## src/rtl/xcvr_guard_pkg.sv

```systemverilog
package xcvr_guard_pkg;

  typedef enum logic [1:0] {
    ZONE_HIGH = 2'd0,
    ZONE_LOW  = 2'd1,
    ZONE_HOLD = 2'd2
  } rx_zone_e;

  typedef enum logic {
    THERM_OK   = 1'b0,
    THERM_TRIP = 1'b1
  } therm_state_e;

  // strobes from control to datapath, valid in the cycle they are sampled
  typedef struct packed {
    logic drvAllow;
    logic txBit;
    logic busLive;
    logic rxOutEn;
  } ctl_strobe_t;

endpackage

```

## src/rtl/xcvr_guard_ctrl.sv

```systemverilog
module xcvr_guard_ctrl
  import xcvr_guard_pkg::*;
#(
  parameter int TEMP_W  = 8,
  parameter int TRIP_C  = 150,
  parameter int CLEAR_C = 140
) (
  input  logic              clk,
  input  logic              rstN,
  input  logic              txData,
  input  logic              drvEn,
  input  logic              rxEnN,
  input  logic              logicPwrOk,
  input  logic              busPwrOk,
  input  logic [TEMP_W-1:0] dieTemp,
  output ctl_strobe_t       strobe,
  output logic              thermShut
);

  localparam logic [TEMP_W-1:0] TRIP_LIM  = TEMP_W'(TRIP_C);
  localparam logic [TEMP_W-1:0] CLEAR_LIM = TEMP_W'(CLEAR_C);

  therm_state_e thermQ;
  therm_state_e thermD;
  logic         suppliesUp;

  // hysteresis: trip at or above TRIP_LIM, release at or below CLEAR_LIM
  always_comb begin
    thermD = thermQ;
    unique case (thermQ)
      THERM_OK:   if (dieTemp >= TRIP_LIM)  thermD = THERM_TRIP;
      THERM_TRIP: if (dieTemp <= CLEAR_LIM) thermD = THERM_OK;
      default:    thermD = THERM_OK;
    endcase
  end

  always_ff @(posedge clk) begin
    if (!rstN) thermQ <= THERM_OK;
    else       thermQ <= thermD;
  end

  assign thermShut  = (thermQ == THERM_TRIP);
  assign suppliesUp = logicPwrOk & busPwrOk;

  // the driver decision uses the next thermal state so the pins and the
  // flag move on the same edge
  always_comb begin
    strobe.drvAllow = drvEn & suppliesUp & (thermD == THERM_OK);
    strobe.txBit    = txData;
    strobe.busLive  = busPwrOk;
    strobe.rxOutEn  = ~rxEnN & logicPwrOk;
  end

endmodule

```

## src/rtl/xcvr_guard_rxzone.sv

```systemverilog
module xcvr_guard_rxzone
  import xcvr_guard_pkg::*;
#(
  parameter int DIFF_W = 16,
  parameter int HI_MV  = -30,
  parameter int LO_MV  = -200
) (
  input  logic signed [DIFF_W-1:0] diffMv,
  output rx_zone_e                 zone
);

  localparam logic signed [DIFF_W-1:0] HI_LIM = DIFF_W'(HI_MV);
  localparam logic signed [DIFF_W-1:0] LO_LIM = DIFF_W'(LO_MV);

  always_comb begin
    if (diffMv > HI_LIM)      zone = ZONE_HIGH;
    else if (diffMv < LO_LIM) zone = ZONE_LOW;
    else                      zone = ZONE_HOLD;
  end

endmodule

```

## src/rtl/xcvr_guard_datapath.sv

```systemverilog
module xcvr_guard_datapath
  import xcvr_guard_pkg::*;
#(
  parameter int DIFF_W = 16,
  parameter int HI_MV  = -30,
  parameter int LO_MV  = -200
) (
  input  logic                     clk,
  input  logic                     rstN,
  input  ctl_strobe_t              strobe,
  input  logic signed [DIFF_W-1:0] rxDiffMv,
  output logic                     drvOe,
  output logic                     drvPos,
  output logic                     drvNeg,
  output logic                     rxData,
  output logic                     rxOe
);

  rx_zone_e zone;
  logic     rxNext;

  xcvr_guard_rxzone #(
    .DIFF_W(DIFF_W),
    .HI_MV (HI_MV),
    .LO_MV (LO_MV)
  ) u_zone (
    .diffMv(rxDiffMv),
    .zone  (zone)
  );

  // an unpowered bus side reads as idle-high; the window holds state
  always_comb begin
    rxNext = rxData;
    if (!strobe.busLive) begin
      rxNext = 1'b1;
    end else begin
      unique case (zone)
        ZONE_HIGH: rxNext = 1'b1;
        ZONE_LOW:  rxNext = 1'b0;
        default:   rxNext = rxData;
      endcase
    end
  end

  always_ff @(posedge clk) begin
    if (!rstN) begin
      drvOe  <= 1'b0;
      drvPos <= 1'b0;
      drvNeg <= 1'b0;
      rxData <= 1'b1;
      rxOe   <= 1'b0;
    end else begin
      drvOe  <= strobe.drvAllow;
      drvPos <= strobe.drvAllow &  strobe.txBit;
      drvNeg <= strobe.drvAllow & ~strobe.txBit;
      rxData <= rxNext;
      rxOe   <= strobe.rxOutEn;
    end
  end

endmodule

```

## src/rtl/xcvr_guard.sv

```systemverilog
module xcvr_guard
  import xcvr_guard_pkg::*;
#(
  parameter int TEMP_W  = 8,
  parameter int TRIP_C  = 150,
  parameter int CLEAR_C = 140,
  parameter int DIFF_W  = 16,
  parameter int HI_MV   = -30,
  parameter int LO_MV   = -200
) (
  input  logic                     clk,
  input  logic                     rstN,
  input  logic                     txData,
  input  logic                     drvEn,
  input  logic                     rxEnN,
  input  logic                     logicPwrOk,
  input  logic                     busPwrOk,
  input  logic [TEMP_W-1:0]        dieTemp,
  input  logic signed [DIFF_W-1:0] rxDiffMv,
  output logic                     drvOe,
  output logic                     drvPos,
  output logic                     drvNeg,
  output logic                     thermShut,
  output logic                     rxData,
  output logic                     rxOe
);

  ctl_strobe_t strobe;

  xcvr_guard_ctrl #(
    .TEMP_W (TEMP_W),
    .TRIP_C (TRIP_C),
    .CLEAR_C(CLEAR_C)
  ) u_ctrl (
    .clk       (clk),
    .rstN      (rstN),
    .txData    (txData),
    .drvEn     (drvEn),
    .rxEnN     (rxEnN),
    .logicPwrOk(logicPwrOk),
    .busPwrOk  (busPwrOk),
    .dieTemp   (dieTemp),
    .strobe    (strobe),
    .thermShut (thermShut)
  );

  xcvr_guard_datapath #(
    .DIFF_W(DIFF_W),
    .HI_MV (HI_MV),
    .LO_MV (LO_MV)
  ) u_dp (
    .clk     (clk),
    .rstN    (rstN),
    .strobe  (strobe),
    .rxDiffMv(rxDiffMv),
    .drvOe   (drvOe),
    .drvPos  (drvPos),
    .drvNeg  (drvNeg),
    .rxData  (rxData),
    .rxOe    (rxOe)
  );

endmodule

```

## config.mk

```make
export PLATFORM = sky130hd
export DESIGN_NAME = xcvr_guard
export DESIGN_NICKNAME = d
export VERILOG_FILES = /design/src/rtl/xcvr_guard_pkg.sv /design/src/rtl/xcvr_guard_ctrl.sv /design/src/rtl/xcvr_guard_rxzone.sv /design/src/rtl/xcvr_guard_datapath.sv /design/src/rtl/xcvr_guard.sv
export SDC_FILE = /design/constraint.sdc
export NUM_CORES = 1
export LEC_CHECK = 0
export BUFFER_PORTS_ARGS = -buffer_cell sky130_fd_sc_hd__buf_4
export CAP_MARGIN = 40
export CORE_AREA = 5 5 42 44
export CTS_CLUSTER_DIAMETER = 100
export DETAILED_ROUTE_END_ITERATION = 8
export DIE_AREA = 0 0 47 49
export PLACE_DENSITY = 0.63
export SLEW_MARGIN = 15
export SYNTH_ARGS = -nofsm -noshare
export SYNTH_HDL_FRONTEND = slang
export SYNTH_HIERARCHICAL = 1
export SYNTH_SLANG_ARGS = --single-unit
```

## constraint.sdc

```tcl
create_clock -name clk -period 1.8 [get_ports clk]
set_clock_uncertainty 0.15 [all_clocks]
set_input_delay 0.45 -clock clk [delete_from_list [all_inputs] [get_ports clk]]
set_output_delay 0.45 -clock clk [all_outputs]
set_load 0.1 [all_outputs]
```

==> out/metrics.yaml, run 1 <==
drt_pass1_iterations: 4
cap_violations: 0
utilization_pct: 43.9
clk_path_buf_depth: 2
grt_max_degree: 6
synth_area_um2: 317
cp-end-kind: "output port"
min_period_ns: 1.47
cp_num_buf_inv: 1
num_rows: 14
dieWidth_um: 47
die_height_um: 49
max_freq_mhz: 679
initial_utilization_pct: 22.6
nNetsFinal: 104
rsz0062_at_grt: "no"
slowest_delay_ns: 0.34
holdCritPathClass: "input port to flop"
antenna_found_initial: 0
via_count: 397
cp.arrival_ns: 0.87
dieArea_mm2: 0.00230
cts_buffers: 3
peakVddDrop_mv: 0.166
portBuffers: 36
grt_pass1_wl_um: 1590
drcViolationCount: 0
synthTopCellsByArea: "dfxtp_1, nor2b_1, o211a_1"
place.gp.congestion: 0.655
routedWlPerCell_um: 11.0
num_io_pins: 37
drv_slew: 0
grt-ovfl-total: 0
area_growth_syn_to_layout_pct: 94.5
grt_pass1_vias: 410
p_leak_nw: 0.307
yosysTopAreaCell: "dfxtp_1"
worstReg2RegEnd: "u_dp/drvNeg$_SDFF_PN0_"
cts_resized: 0
path_class: "flop to output port"
clk_pin_slew_ns: 0.05
viasPerCell: 4.56
yosys_warnings: 6
status: "completed"
cp_max_fo: 3
diodes: 0
holdWs_ns: 0.278
slew_headroom_pct: 81.3
synth.avg_cell_area_um2: 9.31
yosysUniqueCellTypes: 20
cp_cell_sequence: "buf_4"
syn_inst: 34
clock-root-buffer: "clkbuf_4"
tightestPinTransition_ns: 0.280
h-tree-depth: 1
dp_hpwl_um: 867
syn_nets: 65
core_mm2: 0.00140
final_layout_size_suffix_gt1_share_pct: 60.6
crit_required_ns: 1.20
cellPowerDensity_mw_per_mm2: 609
hold_end: "u_dp/rxData$_SDFFE_PN1P_"
grt_use_total_pct: 9.45
r2r_cells: 5
period_share_pct: 81.9
drt_iter0_drc: 2
min_from: "busPwrOk"
drtAntennaViolNets: 0
synth_top_cell_area_share_pct: 37.9
setup-violations-final: 0
hold_buffers: 0
fin_tns_setup_ns: 0
rrSetupSlack_ns: 0.55
cts_sinks: 6
yosysSeqAreaShare_pct: 37.9
finalHoldViolCount: 0
crit_path_start_kind: "flop"
postCtsSetupBuffers: 0
clock_latency_ns: 0.24
tritoncts: "built"
wl_um: 960
path_delay_family: "flip-flops"
synth-seq-cells: 6
r2r-start: "u_ctrl/thermShut$_SDFF_PN0_"
whs_path_depth: 2
cp_slowest_cell: "dfxtp_2"
[cells in the final DEF, fill, tap and decap left out, drive strengths merged, types with 2 or more instances in the layout]
cell type / instances
nand3: 2
dfxtp: 6
o211ai: 2
o21ai: 2
nor2b: 4
o211a: 2
clkbuf: 3
and2: 2
nor2: 2
buf: 36
[synthesized netlist by cell type]
cell type / count
dfxtp_1: 6
a311oi_1: 1
nor3_1: 1
buf_4: 2
and2b_1: 1
nand2_1: 1
and2_4: 1
o211a_1: 2
nor2b_1: 4
o21ai_0: 2
nand4_1: 1
a2111oi_2: 1
a22oi_2: 1
a21oi_1: 1
and2_1: 1
and3_1: 1
nor2_1: 2
o211ai_1: 2
nand3_1: 2
o2111ai_1: 1
[how the worst max path moves through the flow]
stage                                      from                  endpoint  cells after the start
global route        u_ctrl/thermShut$_SDFF_PN0_                 thermShut                      1
CTS                 u_ctrl/thermShut$_SDFF_PN0_                 thermShut                      1
global placement                    rxDiffMv[0]  u_dp/rxData$_SDFFE_PN1P_                      5
finish              u_ctrl/thermShut$_SDFF_PN0_                 thermShut                      1
detailed placement                  rxDiffMv[0]  u_dp/rxData$_SDFFE_PN1P_                      5
floorplan           u_ctrl/thermShut$_SDFF_PN0_    u_dp/drvNeg$_SDFF_PN0_                      5
[metrics by stage]
stage / worst slack, ns / instance area, um2 / total power [mW] / std cells
6_report: 0.326 / 616 / 0.375 / 87
5_1_grt: 0.298 / 616 / 0.394 / 87
4_1_cts: 0.309 / 616 / 0.383 / 87
3_5_place_dp: 0.148 / 593 / 0.253 / 84
3_3_place_gp: 0.189 / 593 / 0.252 / 84
2_1_floorplan: 0.247 / 318 / 0.191 / 34
[flip-flops by register name, summed over array words and instances (netlist names)]
name and cells:
u_ctrl/thermShut 1, u_dp/rxData 1, u_dp/drvPos 1, u_dp/rxOe 1, u_dp/drvNeg 1, u_dp/drvOe 1
[logic make-up after synthesis]
family	synth area share (%)
flops	37.9
compound gates	30.0
simple gates	27.3
buf+inv	4.74
[power by group]
part           switching (mW)  internal [mW]  leakage (nW)
Sequential            0.00217          0.138        0.0493
Combinational          0.0533         0.0565         0.244
Clock                  0.0495         0.0755        0.0138
[metal layers]
| layer | track usage [%] | part of all wire [%] | vias to the layer above | wire length, um |
|---|---|---|---|---|
| met5 | 0 | 0 | - | 0 |
| met1 | 9.71 | 34 | 169 | 324 |
| met3 | 2.21 | 12 | 2 | 119 |
| li1 | - | - | 202 | - |
| met4 | 6.91 | 0.63 | 0 | 6 |
| met2 | 15.6 | 53 | 24 | 510 |
[area by class of cell]
| cell class | count | area (um2) |
|---|---|---|
| clock buffers | 3 | 22.5 |
| fillers | 147 | 786 |
| multi-input cells | 26 | 181 |
| flip-flops and latches | 6 | 121 |
| well taps | 16 | 20.0 |
| repair buffers | 36 | 270 |
No activity file was read; power rests on OpenSTA's default activity.
==> inputs of run 2 (changes only) <==
Clock period 1.8 ns to 1.4 ns, I/O delays scaled along.
==> run 2 against run 1 <==
Compared with the run above:
- die area is the same
- clock power grew 36%
- total power grew 32%
- critical path type unchanged
- cell count grew 1.1%
- setup slack lost 0.27 ns
- global-route usage grew 0.78 points
- routed wire length grew 6.7%
- largest cell class unchanged
- critical path depth is the same
- hold slack lost 0.11 ns
- count of clock-buffer cells in the layout grew 1
- non-clock buffer count is the same
- first-iteration DRC count grew to 2.5 times the previous value
- largest power group unchanged
==> out/metrics.yaml, run 2 (synthesis results as in run 1) <==
pwr-share-comb_pct: 29.1  # was 29.3%
diodes: 0  # unchanged
drv_slew: 0  # unchanged
via_count: 403  # was 397
holdWs_ns: 0.173  # was 0.278 ns
mostFrequentLayoutCell: "buf_4"  # unchanged
num_io_pins: 37  # unchanged
path_class: "flop to output port"  # unchanged
drt_iter0_drc: 5  # was 2
cp_cell_sequence: "buf_4"  # unchanged
final_layout_size_suffix_gt1_share_pct: 66.7  # was 60.6%
finalPower_mw: 0.493  # was 0.375 mW
period_share_pct: 96.1
fin_tns_setup_ns: 0  # unchanged
pwr-share-clk_pct: 34.5  # was 33.4%
setup-violations-final: 0  # unchanged
finalHoldViolCount: 0  # unchanged
status: "completed"  # unchanged
clock_latency_ns: 0.24  # about the same
dieArea_mm2: 0.00230  # unchanged
num_rows: 14  # unchanged
crit_required_ns: 0.90  # was 1.20 ns
grt_pass1_wl_um: 1690  # was 1590 um
n_fill_cell: 148  # was 147
drtAntennaViolNets: 0  # unchanged
dp_slack_ns: -0.137  # was 0.148 ns
grt_pass1_vias: 448  # was 410
grt-ovfl-total: 0  # unchanged
initial_utilization_pct: 22.6  # unchanged
postCtsSetupBuffers: 0  # unchanged
place.gp.congestion: 0.650  # was 0.655
clk_path_buf_depth: 2  # unchanged
min_period_ns: 1.35
slew_headroom_pct: 82.4  # was 81.3%
p_int_mw: 0.358  # was 0.270 mW
final_cell_mix: "buf_4, dfxtp_2, nor2b_1"  # was buf_4, dfxtp_1, nor2b_1
cp_max_fo: 2  # was 3
portBuffers: 36  # unchanged
max_freq_mhz: 743
cap_violations: 0  # unchanged
pwr-share-seq_pct: 36.4  # was 37.3%
cp-end-kind: "output port"  # unchanged
peakVddDrop_mv: 0.347  # was 0.166 mV
cts_buffers: 3  # unchanged
cellPowerDensity_mw_per_mm2: 781  # was 609 mW/mm2
tritoncts: "built"  # unchanged
rsz0062_at_grt: "no"  # unchanged
grt_max_degree: 6  # unchanged
area_growth_syn_to_layout_pct: 99.6  # was 94.5%
antenna_found_initial: 0  # unchanged
clock-root-buffer: "clkbuf_4"  # unchanged
nNetsFinal: 104  # unchanged
viasPerCell: 4.58  # was 4.56
routedWlPerCell_um: 11.6  # was 11.0 um
setup_ws_ns: 0.0539  # was 0.326 ns
grt_use_total_pct: 10.2  # was 9.45%
placed_area_um2: 602  # was 593 um2
holdCritPathClass: "input port to flop"  # unchanged
drcViolationCount: 0  # unchanged
cts_sinks: 6  # unchanged
dieWidth_um: 47  # unchanged
core_mm2: 0.00140  # unchanged
path_delay_family: "flip-flops"  # unchanged
die_height_um: 49  # unchanged
h-tree-depth: 1  # unchanged
p_leak_nw: 0.311  # was 0.307 nW
clk_pin_slew_ns: 0.04  # was 0.05 ns
cp_num_buf_inv: 1  # unchanged
switching_power_mw: 0.135  # was 0.105 mW
wl_um: 1020  # was 960 um
postLayoutCellArea_um2: 632  # was 616 um2
crit_path_start_kind: "flop"  # unchanged
tightestPinTransition_ns: 0.262  # was 0.280 ns
swShare_pct: 27.4  # was 28.0%
cp_slowest_cell: "dfxtp_2"  # unchanged
slowest_delay_ns: 0.33  # was 0.34 ns
drt_pass1_iterations: 5  # was 4
cp.arrival_ns: 0.85  # was 0.87 ns
==> run 2: cell count changes in the layout (fill, tap and decap cells not counted), sizes merged <==
cell / previous run / this run
clkbuf: 3 / 4
==> run 2: power groups by stage <==
stage | Combinational, mW | Sequential (mW) | Clock [mW]
5_1_grt | 0.153 | 0.180 | 0.187
4_1_cts | 0.143 | 0.179 | 0.175
3_3_place_gp | 0.141 | 0.182 | 0
3_5_place_dp | 0.142 | 0.182 | 0
2_1_floorplan | 0.0242 | 0.221 | 0
6_report | 0.143 | 0.180 | 0.170
==> run 2: final cells by class <==
class,count,area (um2),share of cell area (%)
clock buffer,4,26.3,4.16
multi-input combinational,26,181,28.7
sequential,6,130,20.6
tap,16,20.0,3.17
timing repair buffer,36,274,43.4
==> run 2: path summary, 6_finish.rpt <==
path | end | depth (start not counted) | from | slack, ns
max | rxData | 1 | u_dp/rxData$_SDFFE_PN1P_ | 0.05
min | u_dp/rxData$_SDFFE_PN1P_ | 2 | busPwrOk | 0.17
max reg2reg | u_dp/drvNeg$_SDFF_PN0_ | 5 | u_ctrl/thermShut$_SDFF_PN0_ | 0.10
min reg2reg | u_dp/rxData$_SDFFE_PN1P_ | 2 | u_dp/rxData$_SDFFE_PN1P_ | 0.41
==> run 2: stage by stage <==
step / std cells / utilization, %
finish: 88 / 45.1
global route: 88 / 45.1
CTS: 88 / 44.8
detailed placement: 84 / 42.9
global placement: 84 / 42.9
floorplan: 34 / -
==> run 2: timing repair <==
action,CTS,global route
hold buffers,0,0
endpoints found under the setup margin,0,1
gates resized for setup,0,1
==> run 2: layer usage <==
metal	GRT usage [%]	share of wire [%]	up-vias	routed length [um]
met5	0	0	-	0
met4	6.91	1.9	0	19
met3	4.80	14	2	143
met2	16.3	48	28	488
met1	9.93	36	169	372
li1	-	-	204	-
